File: src/rtl/sl_pkg.sv
package sl_pkg;
  typedef enum logic [1:0] {
    CMD_NONE   = 2'd0,
    CMD_LOCK   = 2'd1,
    CMD_UNLOCK = 2'd2,
    CMD_LDOWN  = 2'd3
  } sl_cmd_e;

  typedef struct packed {
    logic ld;
    logic lk;
  } sl_bits_t;

  localparam sl_bits_t SL_RESET = '{ld: 1'b0, lk: 1'b1};
endpackage

File: src/rtl/sl_cmd_decode.sv
module sl_cmd_decode
  import sl_pkg::*;
#(
  parameter int N_SECT = 8,
  parameter int SECT_W = 3
) (
  input  logic [SECT_W-1:0] sect_i,
  input  logic              lock_i,
  input  logic              unlock_i,
  input  logic              lockdown_i,
  output sl_cmd_e           cmd_o,
  output logic [N_SECT-1:0] hit_o
);
  // lock-down > lock > unlock
  always_comb begin
    if (lockdown_i)    cmd_o = CMD_LDOWN;
    else if (lock_i)   cmd_o = CMD_LOCK;
    else if (unlock_i) cmd_o = CMD_UNLOCK;
    else               cmd_o = CMD_NONE;
  end

  for (genvar g = 0; g < N_SECT; g++) begin : g_hit
    assign hit_o[g] = (int'(sect_i) == g);
  end
endmodule

File: src/rtl/sl_sector_cell.sv
module sl_sector_cell
  import sl_pkg::*;
(
  input  logic    clk_i,
  input  logic    rst_ni,
  input  logic    wp_i,
  input  logic    hit_i,
  input  sl_cmd_e cmd_i,
  output logic    ld_o,
  output logic    lk_reg_o,
  output logic    eff_lk_o,
  output logic    wr_en_o
);
  sl_bits_t st_q, st_d;
  logic     frozen;

  assign frozen = st_q.ld & ~wp_i;

  always_comb begin
    st_d = st_q;
    if (hit_i) begin
      unique case (cmd_i)
        CMD_LDOWN:  begin st_d.ld = 1'b1; st_d.lk = 1'b1; end
        CMD_LOCK:   st_d.lk = 1'b1;
        CMD_UNLOCK: if (!frozen) st_d.lk = 1'b0;
        default:    ;
      endcase
    end
    if (frozen) st_d.lk = 1'b1; // pin low re-arms lock-down
  end

  always_ff @(posedge clk_i or negedge rst_ni) begin
    if (!rst_ni) st_q <= SL_RESET;
    else         st_q <= st_d;
  end

  assign ld_o     = st_q.ld;
  assign lk_reg_o = st_q.lk;
  assign eff_lk_o = st_q.lk | frozen;
  assign wr_en_o  = ~eff_lk_o;
endmodule

File: src/rtl/sl_access_check.sv
module sl_access_check #(
  parameter int N_SECT = 8,
  parameter int SECT_W = 3
) (
  input  logic              clk_i,
  input  logic              rst_ni,
  input  logic [N_SECT-1:0] wr_en_i,
  input  logic              pe_req_i,
  input  logic [SECT_W-1:0] pe_sect_i,
  output logic              pe_grant_o,
  output logic              prot_err_o
);
  logic in_range, err_q;

  assign in_range   = int'(pe_sect_i) < N_SECT;
  assign pe_grant_o = pe_req_i & in_range & wr_en_i[pe_sect_i];

  always_ff @(posedge clk_i or negedge rst_ni) begin
    if (!rst_ni) err_q <= 1'b0;
    else         err_q <= pe_req_i & ~pe_grant_o;
  end

  assign prot_err_o = err_q;
endmodule

File: src/rtl/sector_lock_ctrl.sv
module sector_lock_ctrl
  import sl_pkg::*;
#(
  parameter int N_SECT = 8,
  parameter int SECT_W = (N_SECT > 1) ? $clog2(N_SECT) : 1
) (
  input  logic              clk_i,
  input  logic              rst_ni,
  input  logic              wp_i,
  input  logic [SECT_W-1:0] cmd_sect_i,
  input  logic              lock_i,
  input  logic              unlock_i,
  input  logic              lockdown_i,
  input  logic [SECT_W-1:0] rd_sect_i,
  output logic [1:0]        rd_status_o,
  output logic [N_SECT-1:0] wr_en_o,
  input  logic              pe_req_i,
  input  logic [SECT_W-1:0] pe_sect_i,
  output logic              pe_grant_o,
  output logic              prot_err_o
);
  sl_cmd_e           cmd;
  logic [N_SECT-1:0] hit, ld_vec, lk_reg_vec, eff_lk_vec;

  sl_cmd_decode #(.N_SECT(N_SECT), .SECT_W(SECT_W)) u_dec (
    .sect_i     (cmd_sect_i),
    .lock_i     (lock_i),
    .unlock_i   (unlock_i),
    .lockdown_i (lockdown_i),
    .cmd_o      (cmd),
    .hit_o      (hit)
  );

  for (genvar g = 0; g < N_SECT; g++) begin : g_sect
    sl_sector_cell u_cell (
      .clk_i    (clk_i),
      .rst_ni   (rst_ni),
      .wp_i     (wp_i),
      .hit_i    (hit[g]),
      .cmd_i    (cmd),
      .ld_o     (ld_vec[g]),
      .lk_reg_o (lk_reg_vec[g]),
      .eff_lk_o (eff_lk_vec[g]),
      .wr_en_o  (wr_en_o[g])
    );
  end

  always_comb begin
    if (int'(rd_sect_i) < N_SECT) rd_status_o = {ld_vec[rd_sect_i], eff_lk_vec[rd_sect_i]};
    else                          rd_status_o = 2'b00;
  end

  sl_access_check #(.N_SECT(N_SECT), .SECT_W(SECT_W)) u_acc (
    .clk_i      (clk_i),
    .rst_ni     (rst_ni),
    .wr_en_i    (wr_en_o),
    .pe_req_i   (pe_req_i),
    .pe_sect_i  (pe_sect_i),
    .pe_grant_o (pe_grant_o),
    .prot_err_o (prot_err_o)
  );
endmodule

File: config.mk
export PLATFORM = sky130hd
export DESIGN_NAME = sector_lock_ctrl
export DESIGN_NICKNAME = d
export VERILOG_FILES = /design/src/rtl/sl_pkg.sv /design/src/rtl/sl_cmd_decode.sv /design/src/rtl/sl_sector_cell.sv /design/src/rtl/sl_access_check.sv /design/src/rtl/sector_lock_ctrl.sv
export SDC_FILE = /design/constraint.sdc
export NUM_CORES = 1
export LEC_CHECK = 0
export BUFFER_PORTS_ARGS = -buffer_cell sky130_fd_sc_hd__buf_2
export CORE_AREA = 2 2 55 57
export CTS_BUF_LIST = sky130_fd_sc_hd__clkbuf_8 sky130_fd_sc_hd__clkbuf_16
export DETAILED_ROUTE_END_ITERATION = 12
export DIE_AREA = 0 0 57 59
export GPL_ROUTABILITY_DRIVEN = 1
export GPL_TIMING_DRIVEN = 0
export PLACE_DENSITY = 0.62
export SYNTH_ARGS = -nofsm -noshare
export SYNTH_HDL_FRONTEND = slang
export SYNTH_SLANG_ARGS = --single-unit
File: constraint.sdc
create_clock -name clk_i -period 3.3 [get_ports clk_i]
set_input_delay 0.99 -clock clk_i [delete_from_list [all_inputs] [get_ports clk_i]]
set_output_delay 0.99 -clock clk_i [all_outputs]
set_load 0.05 [all_outputs]
[Word level (Yosys, flattened, before mapping)]
Cells that the tools add are included.
Storage, ports and cells
  output and inout bits: 12
  input bits: 16
  flip-flop bits (word level): 17
Cells by class
  eq/ne operators: 10
  bitwise logic cells: 28
  muxes and demuxes: 26
  reductions and logical operators: 34
  magnitude comparators: 2
Operator list (number)
  $reduce_and 2->1: 16
  $reduce_bool 3->1: 8
  $mux 1: 19
  $reduce_bool 2->1: 8
  $eq 3x3->1 const B: 4
  $and 1x1->1: 10
  $not 1->1: 10
  $bmux 1 s3: 3
  $lt 3x4->1 const B: 2
  $or 1x1->1: 8
  $eq 3x2->1 const B: 2
  $mux 2: 3
  $eq 2x2->1 const B: 2
  $eq 3x1->1 const B: 1
  $logic_not 3->1: 1
  $eq 2x1->1 const B: 1
  $pmux 1 s2: 1
  $reduce_or 2->1: 1

[Depth between registers and ports, before layout]
  depth after elaboration: 9
  depth in mapped cells: 6
  mapped depth without buffers: 5

[Hierarchy]
From an unflattened synthesis, not the netlist that was laid out.
Unflattened totals
  cells, all modules: 94
  area, all modules: 1116.1 µm²
Modules (own cells, without submodules)
  sl_sector_cell: area each 97.6 µm², cells each 8, sequential area each 51.3 µm², instances 8
  sector_lock_ctrl: area each 127.6 µm², cells each 6, sequential area each 0.0 µm², instances 1
  sl_access_check: area each 127.6 µm², cells each 12, sequential area each 25.0 µm², instances 1
  sl_cmd_decode: area each 80.1 µm², cells each 12, sequential area each 0.0 µm², instances 1

[Worst setup path before layout]
Ideal clock, no wire load.
  path type: input port to output port
  from: input port wp_i
  to: output port rd_status_o[0]
  stages on the path: 4
  buffers on the path: 0
  data arrival time: 2.467 ns
  path slack: -0.157 ns
  cell sequence: nor2b_1 nor2_1 mux4_2 mux2i_1
On the way
  word-level cells in the longest chain between the ends: 5
  elaborated cells between the ends (all ways): 19
RTL lines
  from (decl): RTL line sector_lock_ctrl.sv:9  | input logic wp_i,
  $not 1->1 (*): RTL line sl_sector_cell.sv:17  | assign frozen = st_q.ld & ~wp_i;
  $and 1x1->1: RTL line sl_sector_cell.sv:17
  $or 1x1->1: RTL line sl_sector_cell.sv:39  | assign eff_lk_o = st_q.lk | frozen;
  $bmux 1 s3 (*): RTL line sector_lock_ctrl.sv:49  | if (int'(rd_sect_i) < N_SECT) rd_status_o = {ld_vec[rd_sect_i], eff_lk_vec[rd_sect_i]};
  $mux 1 (implied by the code) (*): RTL line sector_lock_ctrl.sv:49
  to (decl): RTL line sector_lock_ctrl.sv:15  | output logic [1:0] rd_status_o,
Every way passes the cells marked *; elsewhere a longest branch is shown, timed or not. The select of a mux whose other input is x is not followed.

[Worst setup path after layout]
Same ends and word-level chain as after synthesis.

==> run_results.csv <==
group,metric,value,unit
status,status,"complete, no violations",
timing,period_share,98.2,%
final_layout,nFillCells,263,
clock_network,clk_pin_slew,60,ps
clock_network,clock-root-buffer,"clkbuf_8",
final_layout,drive_above_1_share,51.5,%
global_routing,grt_max_degree,18,
clock_network,cts_tree,"yes",
global_routing,antenna_found_initial,0,
yosys,synthArstFlopShare,100,%
routing,routed_wl,2.61,mm
worst_setup_path,required,2310,ps
timing,tightest_slew,426,ps
routing,wl_met3,167,µm
floorplanning,fp.dieW,57,µm
worst_setup_path,critical_path_arrival,2250,ps
power_and_ir_drop,p_leak,0.568,nW
worst_setup_path,startpoint_type,"primary input",
routing,wl_met1,1.17,mm
power_and_ir_drop,power_density,362,nW/µm²
global_routing,grt_usage,16.9,%
worst_setup_path,slowest_delay,470,ps
worst_setup_path,cp_cell_sequence,"buf_6 -> nor2b_1 -> nor2_2 -> mux4_2 -> mux2i_2 -> buf_6",
floorplanning,die_area,3360,µm²
final_layout,area_growth,27.6,%
job,cap_violations,0,
yosys,post_synth_num_cell_types,30,
timing,fmaxAchievable,309,MHz
clock_network,clock_latency,250,ps
final_layout,final_common_cell,"buf_2",
clock_network,cts_made_buffers,3,
routing,drc,0,
worst_hold_path,whs_endpoint,"g_sect[2].u_cell.ld_o$_DFFE_PN0P_",
placed_design,placed_area,1240,µm²
yosys,synth_top_area_share,21.0,%
yosys,syn_inst,104,
routing,wire_per_inst,16.0,µm
floorplanning,rows,19,
worst_hold_path,min-delay-start,"g_sect[2].u_cell.ld_o$_DFFE_PN0P_",
clock_network,htree_num_levels,1,
timing,rsz0062_at_grt,"false",
yosys,yosysSeqAreaShare,40.5,%
timing,period_minus_slack,3240,ps
timing,finalSetupViolations,0,
worst_setup_path,rrSetupSlack,1850,ps
final_layout,fin_area,1370,µm²
routing,drtPass1Iterations,4,
worst_setup_path,crit_path_top_delay_cell,"mux4_2",
global_routing,grt_overflow,0,
clock_network,clock-sinks,17,
yosys,yosysWarnings,0,
power_and_ir_drop,total_power,0.496,mW
worst_setup_path,crit_top_cell,"buf_6",
worst_setup_path,r2r_cells,5,
worst_setup_path,rr_endpoint,"u_acc.prot_err_o$_DFF_PN0_",
worst_setup_path,critPathCaptureType,"output port",
yosys,netlist_area,1070,µm²
routing,highest_layer,"met4",
worst_hold_path,hp-class,"flip-flop to flip-flop",
routing,route.met2.wl,1.25,mm
routing,vias,920,
final_layout,layout_common_cells,"22 x buf_2, 11 x nand2_1, 9 x dfrtp_1",
yosys,yosys-top-cells-area,"dfrtp_1 21%, dfstp_2 20%, mux4_2 8.4%",
floorplanning,initial_core_util,39.7,%
yosys,avgSynthCellArea,10.3,µm²
final_layout,seqCellArea,435,µm²
routing,viasPerCell,5.64,
final_layout,multiInputGateArea,633,µm²
worst_setup_path,critical_path.max_fanout,9,
final_layout,diodes,0,
timing,maxSlewViolCount,0,
floorplanning,die_h,59,µm
clock_network,cts_max_path_buffers,2,
worst_hold_path,hold_depth,1,
yosys,syn_nets,120,
floorplanning,io_pins,28,
routing,drt-initial-drc-count,39,
timing,relSlewSlack,71.6,%
placed_design,gp_congestion,0.842,
timing,fin_skew,2.78,ps
yosys,synth-seq-cells,17,
yosys,ys.flop_type,"dfrtp_1",
worst_setup_path,critical_path_class,"primary input to output port",
final_layout,fin_nets,149,
clock_network,holdBufCountCts,0,
timing,final-hold-violation-count,0,
placed_design,dp_hpwl,1.94,mm
global_routing,grt_pass1_vias,891,
yosys,synth_largest_area_cell,"dfrtp_1",
placed_design,io_buffer_count,24,
global_routing,grt_pass1_wl,4.28,mm
routing,drtAntennaViolNets,0,
yosys,synth_edf_count,0,
power_and_ir_drop,vdd_ir_drop_max,0.269,mV
floorplanning,core,2710,µm²
worst_setup_path,r2r-start,"g_sect[6].u_cell.ld_o$_DFFE_PN0P_",
## cells by family (layout without fill, tap and decap cells)
| group | Yosys count | count (layout) | share of synthesized area, % |
|---|---|---|---|
| AND/OR/NAND/NOR | 44 | 44 | 21.8 |
| AO/OA/AOI/OAI | 22 | 22 | 18.0 |
| multiplexers | 8 | 8 | 12.2 |
| buffers and inverters | 13 | 41 | 7.45 |
| flip-flops | 17 | 17 | 40.5 |
## flip-flops by register name (all words and copies together) (netlist names)
name,count
g_sect.u_cell.ld_o,8
u_acc.prot_err_o,1
g_sect.u_cell.lk_reg_o,8
## synth_stat cells, types with 2 or more instances
| cell type | number |
|---|---|
| nor3b_1 | 3 |
| clkbuf_1 | 2 |
| nor3_1 | 3 |
| a21o_1 | 8 |
| o32ai_1 | 2 |
| nor2_1 | 9 |
| dfstp_2 | 8 |
| dfrtp_1 | 9 |
| mux4_2 | 4 |
| nand2_1 | 11 |
| buf_4 | 8 |
| nand3_1 | 2 |
| mux2i_1 | 3 |
| and3b_1 | 2 |
| a221o_1 | 8 |
| nor2b_2 | 2 |
| nor2b_1 | 7 |
## through the flow
step           hold slack (ps)  instances  util, %  TNS (ps)  setup WS (ps)
6_report                   479        163     50.6         0           60.5
2_1_floorplan              436        104        -         0           61.9
3_5_place_dp               469        159     45.7      -377           -288
4_1_cts                    484        163     49.7         0           9.47
5_1_grt                    499        163     50.6         0           26.1
3_3_place_gp               456        159     45.7      -336           -272
## power by group
part	internal (mW)	leakage [nW]	switching, mW	total (mW)
Sequential	0.222	0.169	0.00823	0.230
Combinational	0.0472	0.372	0.0698	0.117
Clock	0.0824	0.0269	0.0666	0.149
## repair_timing
action                                 4_1_cts  5_1_grt
resized for setup                           14        8
setup buffers                                0        0
pin swaps                                    1        0
endpoints found under the hold margin        0        0
setup endpoints to repair                    2        2
gates cloned                                 0        0
## area by class of cell
class                   instances  area share (%)
inverters                       1           0.274
clock buffers                   3            3.01
repair buffers                 24            10.1
clock inverters                 1           0.274
multi-input cells              74            46.2
well taps                      31            2.83
flip-flops and latches         17            31.8
plain buffers                  12            5.57
## worst max-delay path by stage
stage,from,to,cells past startpoint
after floorplan,pe_sect_i[2],pe_grant_o,6
after global placement,wp_i,pe_grant_o,7
after detailed placement,wp_i,pe_grant_o,7
after CTS,wp_i,rd_status_o[0],6
after global routing,wp_i,rd_status_o[0],6
final,wp_i,rd_status_o[0],6
## critical path, delay by kind of cell
kind	cells	cell delay [ps]
AND/OR/NAND/NOR	2	270
buffers and inverters	2	320
multiplexers	2	670
## metal layers
metal	track usage, %	vias to the layer above
met3	3.71	4
met1	22.3	443
met2	26.1	40
li1	-	433
met4	8.97	0
met5	0	-
No activity file was read; power rests on OpenSTA's default activity.
